==> src/rtl/usbtx_pkg.sv <==
package usbtx_pkg;

    typedef enum logic [2:0] {
        ST_IDLE,
        ST_PREP,
        ST_ACQ,
        ST_SEND,
        ST_SE0,
        ST_EOPJ
    } tx_state_e;

    typedef enum logic [1:0] {
        PK_DATA,
        PK_ACK,
        PK_NAK
    } pkt_kind_e;

    localparam logic [7:0] SYNC_BYTE = 8'h80;
    localparam logic [7:0] PID_ACK   = 8'hD2;
    localparam logic [7:0] PID_NAK   = 8'h5A;

endpackage

==> src/rtl/usbtx_bittimer.sv <==
module usbtx_bittimer #(
    parameter int BIT_CLKS = 11,
    localparam int CNT_W = (BIT_CLKS > 1) ? $clog2(BIT_CLKS) : 1
) (
    input  logic clk,
    input  logic rst_n,
    input  logic restart,
    output logic tick
);

    logic [CNT_W-1:0] cnt_d, cnt_q;

    always_comb begin
        if (restart) begin
            cnt_d = CNT_W'(BIT_CLKS - 1);
        end else if (cnt_q != '0) begin
            cnt_d = cnt_q - CNT_W'(1);
        end else begin
            cnt_d = cnt_q;
        end
    end

    always_ff @(posedge clk or negedge rst_n) begin
        if (!rst_n) cnt_q <= '0;
        else        cnt_q <= cnt_d;
    end

    assign tick = (cnt_q == '0);

endmodule

==> src/rtl/usbtx_nrzi.sv <==
module usbtx_nrzi #(
    parameter int STUFF_RUN = 6,
    localparam int ONES_W = $clog2(STUFF_RUN + 1)
) (
    input  logic clk,
    input  logic rst_n,
    input  logic init,
    input  logic launch,
    input  logic bit_val,
    output logic level_k,
    output logic stuff_due
);

    typedef struct packed {
        logic              lvl;
        logic [ONES_W-1:0] ones;
    } nrzi_t;

    nrzi_t d, q;

    always_comb begin
        d = q;
        if (init) begin
            d.lvl  = 1'b0;
            d.ones = '0;
        end else if (launch) begin
            if (bit_val) begin
                d.ones = q.ones + ONES_W'(1);
            end else begin
                d.lvl  = ~q.lvl;
                d.ones = '0;
            end
        end
    end

    always_ff @(posedge clk or negedge rst_n) begin
        if (!rst_n) q <= '0;
        else        q <= d;
    end

    assign level_k   = q.lvl;
    assign stuff_due = (q.ones == ONES_W'(STUFF_RUN));

endmodule

==> src/rtl/usbtx_linemap.sv <==
module usbtx_linemap
    import usbtx_pkg::*;
(
    input  tx_state_e state,
    input  logic      level_k,
    output logic      dp,
    output logic      dm,
    output logic      oe
);

    always_comb begin
        dp = 1'b0;
        dm = 1'b0;
        oe = 1'b0;
        unique case (state)
            ST_PREP: begin
                dm = 1'b1;
            end
            ST_ACQ, ST_EOPJ: begin
                oe = 1'b1;
                dm = 1'b1;
            end
            ST_SEND: begin
                oe = 1'b1;
                dp = level_k;
                dm = ~level_k;
            end
            ST_SE0: begin
                oe = 1'b1;
            end
            default: begin
                oe = 1'b0;
            end
        endcase
    end

endmodule

==> src/rtl/usbtx_ls_tx.sv <==
module usbtx_ls_tx
    import usbtx_pkg::*;
#(
    parameter int BIT_CLKS  = 11,
    parameter int MIN_LEN   = 2,
    parameter int MAX_LEN   = 12,
    parameter int STUFF_RUN = 6,
    parameter int ADDR_W    = 7,
    localparam int LEN_W    = $clog2(MAX_LEN + 1)
) (
    input  logic              clk,
    input  logic              rst_n,
    input  logic              req_data,
    input  logic              req_ack,
    input  logic              req_nak,
    input  logic [LEN_W-1:0]  req_len,
    output logic              fetch_stb,
    output logic [LEN_W-1:0]  fetch_idx,
    input  logic [7:0]        fetch_byte,
    input  logic [ADDR_W-1:0] new_addr,
    output logic [ADDR_W-1:0] dev_addr,
    input  logic              rx_evt,
    output logic              rx_pend,
    output logic              usb_dp,
    output logic              usb_dm,
    output logic              usb_oe,
    output logic              busy
);

    typedef struct packed {
        tx_state_e         state;
        pkt_kind_e         kind;
        logic [LEN_W-1:0]  len;
        logic [LEN_W-1:0]  bidx;
        logic [7:0]        shreg;
        logic [2:0]        bitn;
        logic              last;
        logic              se0_two;
        logic [ADDR_W-1:0] addr;
        logic              rxp;
    } ctl_t;

    ctl_t n, q;

    logic tick, tmr_restart;
    logic nz_init, nz_launch, nz_bit, level_k, stuff_due;
    logic adv;
    logic [LEN_W-1:0] len_clamped;

    usbtx_bittimer #(.BIT_CLKS(BIT_CLKS)) u_timer (
        .clk     (clk),
        .rst_n   (rst_n),
        .restart (tmr_restart),
        .tick    (tick)
    );

    usbtx_nrzi #(.STUFF_RUN(STUFF_RUN)) u_nrzi (
        .clk       (clk),
        .rst_n     (rst_n),
        .init      (nz_init),
        .launch    (nz_launch),
        .bit_val   (nz_bit),
        .level_k   (level_k),
        .stuff_due (stuff_due)
    );

    usbtx_linemap u_lines (
        .state   (q.state),
        .level_k (level_k),
        .dp      (usb_dp),
        .dm      (usb_dm),
        .oe      (usb_oe)
    );

    always_comb begin
        if (req_len < LEN_W'(MIN_LEN))      len_clamped = LEN_W'(MIN_LEN);
        else if (req_len > LEN_W'(MAX_LEN)) len_clamped = LEN_W'(MAX_LEN);
        else                                len_clamped = req_len;
    end

    assign fetch_idx = q.bidx + LEN_W'(1);

    always_comb begin
        n           = q;
        tmr_restart = 1'b0;
        nz_init     = 1'b0;
        nz_launch   = 1'b0;
        nz_bit      = 1'b1;
        fetch_stb   = 1'b0;
        adv         = 1'b0;

        if (rx_evt) n.rxp = 1'b1;

        unique case (q.state)
            ST_IDLE: begin
                if (req_data || req_ack || req_nak) begin
                    n.state   = ST_PREP;
                    n.shreg   = SYNC_BYTE;
                    n.bitn    = '0;
                    n.bidx    = '0;
                    n.last    = 1'b0;
                    n.se0_two = 1'b0;
                    nz_init   = 1'b1;
                    if (req_data) begin
                        n.kind = PK_DATA;
                        n.len  = len_clamped;
                    end else if (req_ack) begin
                        n.kind = PK_ACK;
                        n.len  = LEN_W'(2);
                    end else begin
                        n.kind = PK_NAK;
                        n.len  = LEN_W'(2);
                    end
                end
            end
            ST_PREP: begin
                n.state     = ST_ACQ;
                tmr_restart = 1'b1;
            end
            ST_ACQ, ST_SEND: begin
                adv = tick;
            end
            ST_SE0: begin
                if (tick) begin
                    tmr_restart = 1'b1;
                    if (!q.se0_two) n.se0_two = 1'b1;
                    else            n.state   = ST_EOPJ;
                end
            end
            ST_EOPJ: begin
                if (tick) begin
                    n.state = ST_IDLE;
                    n.rxp   = 1'b0;
                    if (q.kind == PK_DATA) n.addr = new_addr;
                end
            end
            default: begin
                n.state = ST_IDLE;
            end
        endcase

        if (adv) begin
            tmr_restart = 1'b1;
            if (stuff_due) begin
                nz_launch = 1'b1;
                nz_bit    = 1'b0;
                n.state   = ST_SEND;
            end else if (!q.last) begin
                nz_launch = 1'b1;
                nz_bit    = q.shreg[0];
                n.state   = ST_SEND;
                if (q.bitn == 3'd7) begin
                    n.bitn = '0;
                    if (q.bidx + LEN_W'(1) == q.len) begin
                        n.last = 1'b1;
                    end else begin
                        n.bidx = q.bidx + LEN_W'(1);
                        unique case (q.kind)
                            PK_DATA: begin
                                fetch_stb = 1'b1;
                                n.shreg   = fetch_byte;
                            end
                            PK_ACK:  n.shreg = PID_ACK;
                            default: n.shreg = PID_NAK;
                        endcase
                    end
                end else begin
                    n.bitn  = q.bitn + 3'd1;
                    n.shreg = {1'b0, q.shreg[7:1]};
                end
            end else begin
                n.state = ST_SE0;
            end
        end
    end

    always_ff @(posedge clk or negedge rst_n) begin
        if (!rst_n) begin
            q       <= '0;
            q.state <= ST_IDLE;
            q.kind  <= PK_DATA;
        end else begin
            q <= n;
        end
    end

    assign busy     = (q.state != ST_IDLE);
    assign dev_addr = q.addr;
    assign rx_pend  = q.rxp;

endmodule

==> config.mk <==
export PLATFORM = sky130hd
export DESIGN_NAME = usbtx_ls_tx
export DESIGN_NICKNAME = d
export VERILOG_FILES = /design/src/rtl/usbtx_pkg.sv /design/src/rtl/usbtx_bittimer.sv /design/src/rtl/usbtx_nrzi.sv /design/src/rtl/usbtx_linemap.sv /design/src/rtl/usbtx_ls_tx.sv
export SDC_FILE = /design/constraint.sdc
export NUM_CORES = 1
export LEC_CHECK = 0
export ABC_AREA = 1
export BUFFER_PORTS_ARGS = -buffer_cell sky130_fd_sc_hd__buf_4
export CAP_MARGIN = 10
export CORE_ASPECT_RATIO = 0.6
export CORE_UTILIZATION = 60
export CTS_BUF_LIST = sky130_fd_sc_hd__clkbuf_16
export DETAILED_ROUTE_END_ITERATION = 10
export PLACE_DENSITY_LB_ADDON = 0.1
export SYNTH_ARGS = -nofsm -noshare
export SYNTH_HDL_FRONTEND = slang
export SYNTH_SLANG_ARGS = --single-unit
==> constraint.sdc <==
create_clock -name clk -period 5.4 [get_ports clk]
set_clock_uncertainty 0.1 [all_clocks]
set_input_delay 1.08 -clock clk [delete_from_list [all_inputs] [get_ports clk]]
set_output_delay 1.08 -clock clk [all_outputs]
set_load 0.01 [all_outputs]
==> results.md <==
* Failing checks: DRC
* Sw frac at 0.387
* Avg Vias per Cell at 5.62
* Share of cells above drive strength 1 at 0.222
* Mapped Avg Cell Area at 8.01 um^2
* Largest stage delay on the critical path at 370 ps
* # clock sinks at 42
* Leak Pwr at 0.00144 uW
* Total power at 1120 uW
* Crit path cell chain: inv_1, ha_1, nand2_2, nor2_4, nand3_2, clkinv_2, nand3_4, nor2_1, buf_4
* Comb pwr share at 0.369
* Final slew viol count at 0
* Vias at 2188
* Most frequent cells in the layout: 69 x nand2_1, 42 x dfrtp_1, 41 x buf_4
* Hold buffer count at cts at 0
* CP max FO at 14
* Vias in the first global route at 2008
* Number of distinct library cells after synthesis at 36
* Setup violations, final at 0
* Period utilization at 0.611
* 1st-pass router iterations at 8
* Routed Antenna Nets at 0
* Crit path kind: reg -> out
* Pwr/cell area at 392 nW/um^2
* Clock-pin slew on the worst setup and hold paths at 60 ps
* Post-CTS setup repair buffer count at 0
* Post-DR wirelength/cell at 14.7 um
* VDD IR max at 0.309 mV
* Crit path DAT at 2120 ps
* Max Cap Viol at 0
* Worst skew pair latency at 280 ps
* Max-slew headroom at 0.462
* Most common cell after layout, fill and taps aside: nand2_1
* Crit path launch type: flip-flop
* CTS tree: done
* Flop pwr share at 0.376
* RSZ-0062 raised after global routing: false
* DRC at 11
* Worst setup EP type: primary output
* WP data required at 4220 ps
* Rows at 17
* Area grow syn2layout at 16.7%
* DIE HEIGHT at 51.5 um
* Grt ovf at 0
* Largest net degree at the start of global routing at 43
* Die area at 4360 um^2
* Total Routing Usage GR at 0.284
* Post-synthesis sequential area ratio at 0.429
* GP Congestion at 0.830
* #FFs+latches synth at 42
* Clock network power share at 0.254
* Worst path slowest cell: dfrtp_1
* CTS Buf Count at 5
* Worst-Margin Slew at 804 ps
* Final wirelength at 5.71 mm
* Initial DRC Count at 110
* Core ar. at 3790 um^2
* Port Buffers at 41
* Min-Delay Path Class: reg -> reg
* Outcome: finished with violations
* # diodes at 0
* Dpl hpwl at 4.12 mm
* CTS root buf: clkbuf_16
* Final hold vios at 0
* Tmin final at 3300 ps
* CTS max path bufs at 2
* Pint at 687 uW
* Ports at 42
* End-of-flow core utilization at 0.756
* Setup total negative slack at 0 ps
* Psw at 434 uW
* Post-CTS Resized at 0
* Worst hold start: q[10]$_DFF_PN0_
* Starting Density at 0.648
* Warnings from Yosys at 0
* Mapped Cells at 306
* H-tree levels at 2
* # nets final at 373
* First-pass GRT wire length at 9.43 mm
* Post-Syn Area at 2450 um^2
* Worst Setup SP: u_timer.cnt_q[0]$_DFFE_PN0P_
* Horiz. Die Dim at 84.5 um
* Worst r2r src: q[10]$_DFF_PN0_
* Max Fclk at 0.303 GHz
* Syn Nets at 338
* Antenna violations before repair at 0
[cell type report]
| cell class | count | area [um^2] |
|---|---|---|
| repair buffers | 41 | 308 |
| multi-input cells | 218 | 1180 |
| clock inverters | 3 | 16.3 |
| inverters | 33 | 125 |
| fillers | 296 | 925 |
| flip-flops and latches | 42 | 1050 |
| clock buffers | 5 | 125 |
| well taps | 47 | 58.8 |
[metrics by stage]
stage | setup WS, ps | hold WS (ps) | area (um^2) | cells
floorplan | 2680 | 352 | 2450 | 306
global placement | 2490 | 383 | 2720 | 381
detailed placement | 2420 | 382 | 2720 | 381
CTS | 2100 | 392 | 2860 | 389
global route | 1880 | 414 | 2860 | 389
finish | 2100 | 404 | 2860 | 389
[flip-flops by register name, summed over array words and instances (netlist names)]
register        count
rx_pend             1
u_timer.cnt_q       4
u_nrzi.q            3
q                  26
dev_addr            7
u_nrzi.level_k      1
[per-layer routing]
metal,GRT usage,up-vias,share of wire
met4,0.0650,0,0.014
li1,-,1072,-
met2,0.438,70,0.43
met5,0,-,0
met3,0.0571,11,0.056
met1,0.419,1035,0.50
[Yosys cell counts (all sizes together)]
library cell  number  area share
nand2             76        0.13
dfrtp             42        0.43
nand3             41       0.091
inv               31       0.047
nor2              31       0.055
o21ai             22       0.051
a21oi             13       0.027
buf               12       0.039
nor3               8       0.020
ha                 7       0.036
mux2               7       0.032
nand4              3      0.0077
o21bai             3      0.0092
clkinv             2      0.0036
and3               1      0.0026
clkbuf             1      0.0015
mux2i              1      0.0041
nor4               1      0.0026
o211ai             1      0.0051
o21a               1      0.0031
xnor2              1      0.0036
xor2               1      0.0036
[path summary, 6_finish.rpt]
kind | end | slack, ps | cells after the start
worst min register to register | q[10]$_DFF_PN0_ | 400 | 1
max in group asynchronous | q[11]$_DFF_PN0_ | 4160 | 1
min in group asynchronous | u_timer.cnt_q[2]$_DFFE_PN0P_ | 670 | 1
worst max-delay path | fetch_stb | 2100 | 9
worst max register to register | q[23]$_DFF_PN0_ | 3210 | 7
worst min-delay path | q[10]$_DFF_PN0_ | 400 | 1
[power by group through the flow]
stage / Combinational, uW / Clock [uW] / Sequential (uW)
5_1_grt: 463 / 299 / 429
2_1_floorplan: 313 / 0 / 413
6_report: 414 / 285 / 422
4_1_cts: 408 / 287 / 421
3_5_place_dp: 404 / 0 / 426
3_3_place_gp: 394 / 0 / 422
[logic make-up after synthesis]
| group | after synthesis | synth area share |
|---|---|---|
| DFF | 42 | 0.429 |
| and+or+nand+nor | 161 | 0.306 |
| adders and majority gates | 7 | 0.0357 |
| AOI/OAI and AO/OA | 40 | 0.0949 |
| buffers and inverters | 46 | 0.0913 |
| muxes | 8 | 0.0362 |
| xor gates and xnor gates | 2 | 0.00714 |
[critical path: cells and delay by family (launching register included)]
kind | cells | cell delay (ps)
buffers and inverters | 3 | 470
adders and majority gates | 1 | 220
and+or+nand+nor | 5 | 770
DFF | 1 | 370
(Power assumes the default switching activity.)
